`src/rtl/mmap_pkg.sv`:
```
package mmap_pkg;
  typedef enum logic [1:0] {
    RGN_NONE = 2'd0,
    RGN_REG  = 2'd1,
    RGN_RAM  = 2'd2,
    RGN_EE   = 2'd3
  } region_e;
endpackage

```
`src/rtl/mmap_page_match.sv`:
```
// Hit when the address lies in a page-aligned region of SIZE bytes.
module mmap_page_match #(
  parameter int ADDR_W = 16,
  parameter int PAGE_W = 4,
  parameter int SIZE   = 1024
) (
  input  logic [ADDR_W-1:0] addr,
  input  logic [PAGE_W-1:0] page,
  output logic              hit
);
  localparam int OFS_W      = ADDR_W - PAGE_W;
  localparam int PAGE_BYTES = 1 << OFS_W;

  logic page_eq;
  assign page_eq = (addr[ADDR_W-1:OFS_W] == page);

  generate
    if (SIZE >= PAGE_BYTES) begin : g_full
      assign hit = page_eq;
    end else begin : g_part
      localparam logic [OFS_W:0] LIMIT = (OFS_W+1)'(SIZE);
      assign hit = page_eq && ({1'b0, addr[OFS_W-1:0]} < LIMIT);
    end
  endgenerate
endmodule

```
`src/rtl/mmap_init_reg.sv`:
```
// Write-once placement register, open only during a window after reset.
module mmap_init_reg #(
  parameter int MAP_W      = 8,
  parameter int WIN_CYCLES = 64
) (
  input  logic             clk,
  input  logic             rst_n,
  input  logic             wr_req,
  input  logic [MAP_W-1:0] wdata,
  output logic [MAP_W-1:0] map_q
);
  localparam int                CNT_W   = $clog2(WIN_CYCLES + 1);
  localparam logic [CNT_W-1:0]  CNT_MAX = CNT_W'(WIN_CYCLES);

  logic [CNT_W-1:0] cnt_q;
  logic             used_q;
  logic             win_open;
  logic             take;

  assign win_open = (cnt_q != CNT_MAX);
  assign take     = wr_req && win_open && !used_q;

  always_ff @(posedge clk or negedge rst_n) begin
    if (!rst_n) begin
      cnt_q <= '0;
    end else if (win_open) begin
      cnt_q <= cnt_q + 1'b1;
    end
  end

  always_ff @(posedge clk or negedge rst_n) begin
    if (!rst_n) begin
      map_q  <= '0;
      used_q <= 1'b0;
    end else if (take) begin
      map_q  <= wdata;
      used_q <= 1'b1;
    end
  end
endmodule

```
`src/rtl/mmap_prio.sv`:
```
// Resolves overlapping hits: register block, then RAM, then EEPROM.
module mmap_prio
  import mmap_pkg::*;
(
  input  logic    hit_reg,
  input  logic    hit_ram,
  input  logic    hit_ee,
  output region_e rgn
);
  always_comb begin
    if (hit_reg)      rgn = RGN_REG;
    else if (hit_ram) rgn = RGN_RAM;
    else if (hit_ee)  rgn = RGN_EE;
    else              rgn = RGN_NONE;
  end
endmodule

```
`src/rtl/mmap_decoder.sv`:
```
module mmap_decoder
  import mmap_pkg::*;
#(
  parameter int ADDR_W     = 16,
  parameter int PAGE_W     = 4,
  parameter int RAM_BYTES  = 1024,
  parameter int REG_BYTES  = 160,
  parameter int EE_BASE    = 'hE000,
  parameter int EE_BYTES   = 2048,
  parameter int WIN_CYCLES = 64,
  parameter int MAP_OFS    = 'h3D,
  localparam int MAP_W     = 2 * PAGE_W,
  localparam int ROFS_W    = $clog2(REG_BYTES)
) (
  input  logic              clk,
  input  logic              rst_n,
  input  logic [ADDR_W-1:0] addr,
  input  logic              wr_en,
  input  logic [MAP_W-1:0]  wdata,
  input  logic              ee_en,
  output logic              sel_ram,
  output logic              sel_reg,
  output logic              sel_ee,
  output logic [ROFS_W-1:0] reg_ofs,
  output logic [MAP_W-1:0]  rdata
);
  localparam logic [ADDR_W:0]  EE_LO    = (ADDR_W+1)'(EE_BASE);
  localparam logic [ADDR_W:0]  EE_HI    = (ADDR_W+1)'(EE_BASE + EE_BYTES);
  localparam logic [ROFS_W-1:0] MAP_SLOT = ROFS_W'(MAP_OFS);

  logic [MAP_W-1:0] map_q;
  logic             hit_ram, hit_reg, hit_ee;
  logic             map_hit;
  region_e          rgn;

  mmap_page_match #(.ADDR_W(ADDR_W), .PAGE_W(PAGE_W), .SIZE(RAM_BYTES)) u_ram_match (
    .addr (addr),
    .page (map_q[MAP_W-1:PAGE_W]),
    .hit  (hit_ram)
  );

  mmap_page_match #(.ADDR_W(ADDR_W), .PAGE_W(PAGE_W), .SIZE(REG_BYTES)) u_reg_match (
    .addr (addr),
    .page (map_q[PAGE_W-1:0]),
    .hit  (hit_reg)
  );

  assign hit_ee = ee_en && ({1'b0, addr} >= EE_LO) && ({1'b0, addr} < EE_HI);

  mmap_prio u_prio (
    .hit_reg (hit_reg),
    .hit_ram (hit_ram),
    .hit_ee  (hit_ee),
    .rgn     (rgn)
  );

  assign sel_reg = (rgn == RGN_REG);
  assign sel_ram = (rgn == RGN_RAM);
  assign sel_ee  = (rgn == RGN_EE);
  assign reg_ofs = sel_reg ? addr[ROFS_W-1:0] : '0;

  assign map_hit = sel_reg && (addr[ROFS_W-1:0] == MAP_SLOT);
  assign rdata   = map_hit ? map_q : '0;

  mmap_init_reg #(.MAP_W(MAP_W), .WIN_CYCLES(WIN_CYCLES)) u_init (
    .clk    (clk),
    .rst_n  (rst_n),
    .wr_req (wr_en && map_hit),
    .wdata  (wdata),
    .map_q  (map_q)
  );
endmodule

```
`config.mk`:
```
export PLATFORM = sky130hd
export DESIGN_NAME = mmap_decoder
export DESIGN_NICKNAME = d
export VERILOG_FILES = /design/src/rtl/mmap_pkg.sv /design/src/rtl/mmap_page_match.sv /design/src/rtl/mmap_init_reg.sv /design/src/rtl/mmap_prio.sv /design/src/rtl/mmap_decoder.sv
export SDC_FILE = /design/constraint.sdc
export NUM_CORES = 1
export LEC_CHECK = 0
export ABC_AREA = 1
export CAP_MARGIN = 20
export CORE_ASPECT_RATIO = 1.2
export CORE_MARGIN = 5
export CORE_UTILIZATION = 35
export CTS_CLUSTER_SIZE = 10
export DETAILED_ROUTE_END_ITERATION = 16
export DONT_BUFFER_PORTS = 1
export GPL_TIMING_DRIVEN = 0
export SETUP_SLACK_MARGIN = 0.02
export SLEW_MARGIN = 20
export SYNTH_ARGS = -nofsm -noshare
export SYNTH_HDL_FRONTEND = slang
export SYNTH_HIERARCHICAL = 1
export SYNTH_SLANG_ARGS = --single-unit
```
`constraint.sdc`:
```
create_clock -name clk -period 5.7 [get_ports clk]
set_clock_uncertainty 0.2 [all_clocks]
set_input_delay 0.855 -clock clk [delete_from_list [all_inputs] [get_ports clk]]
set_output_delay 0.855 -clock clk [all_outputs]
set_load 0.1 [all_outputs]
```
# Word level (Yosys, flattened, before mapping)
# Index checks and enable logic that the tools add are counted.
# totals
reg_bits	16
# classes
n_eq_ne	7
add_sub_neg	1
n_lt_le_gt_ge	4
muxes	5
reduce_logical	9
# op_table
op	n
16-bit >= comparator (second input constant)	1
16-bit < comparator (second input constant)	1
8-bit two-way mux	2
12-bit by 11-bit < comparator with 1-bit output (second input constant)	1
12-bit by 8-bit < comparator with 1-bit output (second input constant)	1
4-bit equality test	2
8-bit by 6-bit equality test with 1-bit output (second input constant)	1
1-bit logical AND	8
7-bit by 1-bit adder with 7-bit output (second input constant)	1
7-bit inequality test (second input constant)	1
2-bit two-way mux	3
2-bit equality test (second input constant)	2
2-bit by 1-bit equality test with 1-bit output (second input constant)	1
1-bit logical NOT	1

# Logic depth before layout (Yosys ltp)
# logic_depth
ltp_word	11
mapped_depth	18
ltp_nobuf	18

# Hierarchy
# The synthesis kept the hierarchy.
# modules_own_cells
mod	seq_area_each_um2	instances	area_per_inst_um2	cells_per_inst
mmap_init_reg	400.4	1	728.2	80
mmap_decoder	0.0	1	220.2	50
mmap_page_match at u_reg_match	0.0	1	102.6	25
mmap_page_match at u_ram_match	0.0	1	76.3	17
mmap_prio	0.0	1	22.5	6

# Worst setup path after synthesis
# No wires, ideal clock.
# synth_timing
path_kind	input to output
start	in addr[8]
end	out rdata[0]
t_arrival_ps	3507
stages	11
n_path_buf	0
setup_slack_ps	1138
cell_sequence	nor2_1 -> nand2_1 -> nor2_1 -> nand2_1 -> nor2_2 -> inv_1 -> nand2_1 -> nand2_4 -> nor2_4 -> nand3_4 -> nor2_1
# synth_via
elab_cells_between_ends	14
# synth_rtl
item	line_no	text
from (decl)	mmap_decoder.sv:17	input logic [ADDR_W-1:0] addr,
12-bit by 8-bit < comparator with 1-bit output	mmap_page_match.sv:22	assign hit = page_eq && ({1'b0, addr[OFS_W-1:0]} < LIMIT);
1-bit logical AND	mmap_page_match.sv:22	
via hit_reg	mmap_decoder.sv:32	logic hit_ram, hit_reg, hit_ee;
2-bit two-way mux	mmap_prio.sv:11	if (hit_reg) rgn = RGN_REG;
via rgn[0]	mmap_decoder.sv:34	region_e rgn;
2-bit by 1-bit equality test with 1-bit output	mmap_decoder.sv:57	assign sel_reg = (rgn == RGN_REG);
1-bit logical AND	mmap_decoder.sv:62	assign map_hit = sel_reg && (addr[ROFS_W-1:0] == MAP_SLOT);
8-bit two-way mux	mmap_decoder.sv:63	assign rdata = map_hit ? map_q : '0;
to (decl)	mmap_decoder.sv:25	output logic [MAP_W-1:0] rdata
# The timed path passes the listed nets, and every way through them passes these cells.

# Worst setup path after layout
# layout_timing
start	in addr[8]
end	out rdata[7]
# Same word-level chain as after synthesis.

==> impl_metrics.toml <==
[clocking]
cts_tree = "yes"
hold_buffers = 0
htreeDepth = 1
cts_buffer_depth = 2
cts_root_buf = "clkbuf_4"
clkTransAtPathRegs_ns = 0.09
worstSkewPairLatency_ns = 0.27
cts_setup_buffers = 0
cts_buffers = 3
post_cts_resized = 0
cts_sinks = 16

[synth]
synth_top_area_cell = "dfrtp_1"
post_synth_main_area_contributors = "dfrtp_1, nand2_1, inv_1, nor2_1, nand3_1"
synthFlopType = "dfrtp_1"
synth_top_family_by_area = "simple AND/OR/NAND/NOR gates"
synth_warnings = 6
synth_compound_area_frac = 0.00871
synth_top_area_frac = 0.348
synth_fa_ha_area_frac = 0.0218
synth_cell_type_count = 17
synth_common_cells = "nand2_1, inv_1, nor2_1"
netlist_instances = 178
async_flop_share = 1.00
yosysMostFrequentCell = "nand2_1"
syn-num-nets = 208
yosysSeqAreaShare = 0.348
yosys.area_share.simple = 0.425
syn_avg_cell_area_um2 = 6.46
synthMuxAreaShare = 0
synthXorXnorAreaFrac = 0.0457
synth_area_mm2 = 0.00115
synth_edf_count = 0
synth_seq_cells = 16

[status]
status = "finished clean"

[placed_design]
port_buffers = 0
gp_congestion = 0.753
dp_hpwl_mm = 1.97
place_area_mm2 = 0.00123

[final_layout]
fin_nets = 213
drive_above_1_share = 0.166
synthToLayoutAreaGrowth_pct = 9.36
antenna_cells = 0
final_area_mm2 = 0.00126

[timing]
fmax_mhz = 229
relSlewSlack = 0.288
worst_pin_slew_ns = 1.07
hold_viol_final = 0
period_minus_slack_ns = 4.37
hold-worst-slack_ns = 0.0647
setup_tns_ns = 0
setup_viol = 0
rsz0062_at_grt = "no"
final_max_slew_viol_count = 0
fin_crit_sh = 0.767

[global_route]
grt_pass1_wl_mm = 3.94
grt_max_degree = 17
grt_pass1_vias = 912
grt_usage = 0.105
antenna_found_initial = 0
grt.overflow.total = 0

[critical_path]
endpoint_kind = "output port"
worstSetupStartpointType = "input port"
cp_max_fo = 9
crit_required_ns = 4.64
crit_arrival_ns = 3.31
crit_type = "in2out"

[die]
num_rows = 22
start_util = 0.370
die_w_um = 62.3
die_h_um = 72.8
fp.coreArea_mm2 = 0.00311
dieArea_mm2 = 0.00454
ios = 47

[pwr]
ir_drop_v = 0.0000952
p_leak_nw = 0.645
power_density_mw_per_mm2 = 147
total_power_mw = 0.184

[routing]
viasPerCell = 4.43
first_iter_violations = 38
drcViolationCount = 0
dr_total_vias = 962
antenna_left = 0
wirelength_mm = 2.32
wl_per_cell_um = 10.7
first_pass_iters = 2

[worst_hold_path]
hold_path_class = "in2async"

[run]
cap_violations = 0
## power by group
part | switching (mW) | leakage [nW] | internal (mW)
Sequential | 0 | 0.204 | 0.113
Combinational | 0.0107 | 0.427 | 0.00433
Clock | 0.0314 | 0.0138 | 0.0244
## layout make-up
class / count / area (um^2)
clock buffer: 3 / 22.5
buffer: 1 / 11.3
sequential: 16 / 400
inverter: 43 / 161
multi-input combinational: 118 / 617
tap: 36 / 45.0
fill: 349 / 1850
## critical path, cell delays in order
cell	delay, ns
nor2_1	0.08
nand2_1	0.06
nor2_1	0.09
nand2_1	0.07
nor2_2	0.09
inv_1	0.04
nand2_1	0.15
nand2_4	0.14
nor2_4	0.54
nand3_4	0.29
nor2_2	0.89
## layout by cell type (no fill, tap or decap)
| cell type | n |
|---|---|
| ha_1 | 2 |
| nand3_1 | 9 |
| xor2_1 | 3 |
| o21ai_0 | 2 |
| inv_1 | 43 |
| xnor2_1 | 3 |
| nor2_1 | 18 |
| buf_6 | 1 |
| nand3_4 | 2 |
| nand2_4 | 2 |
| clkbuf_4 | 3 |
| nor2_2 | 21 |
| nor2_4 | 1 |
| nand3b_1 | 1 |
| nand4_1 | 2 |
| nor3_1 | 1 |
| dfrtp_1 | 16 |
| nand2_1 | 51 |
## cells by family (layout without fill, tap and decap cells)
group | count (synthesis) | in the layout
AOI/OAI and AO/OA | 2 | 2
xor gates and xnor gates | 6 | 6
adders and majority gates | 2 | 2
buffers and inverters | 44 | 47
DFF | 16 | 16
and+or+nand+nor | 108 | 108
## per-stage QoR
| stage | instances | setup WS (ns) | util |
|---|---|---|---|
| 2_1_floorplan | 178 | 1.14 | - |
| 3_3_place_gp | 214 | 0.941 | 0.384 |
| 3_5_place_dp | 214 | 1.29 | 0.397 |
| 4_1_cts | 217 | 1.28 | 0.404 |
| 5_1_grt | 217 | 1.17 | 0.404 |
| 6_report | 217 | 1.33 | 0.404 |
## registers in the layout, summed over array words and instances, names as in the netlist
register       cells
u_init/cnt_q       7
u_init/map_q       8
u_init/used_q      1
## worst paths after layout
kind / startpoint / to / slack (ns) / depth (start not counted)
max in group asynchronous: rst_n / u_init/used_q / 5.16 / 0
hold / removal: rst_n / u_init/cnt_q[6] / 0.06 / 0
setup reg to reg: u_init/map_q[3] / u_init/map_q[3] / 2.57 / 17
setup / recovery: addr[8] / rdata[7] / 1.33 / 11
min in group clk: u_init/used_q / u_init/used_q / 0.29 / 2
hold reg to reg: u_init/used_q / u_init/used_q / 0.29 / 2
## per-layer routing
metal	GRT usage	up-vias	share of wire
met4	0.0354	0	0.0056
met5	0	-	0
met1	0.108	413	0.40
li1	-	520	-
met3	0.0401	2	0.099
met2	0.192	27	0.50
Note: power is estimated with default switching activity, not from simulation.
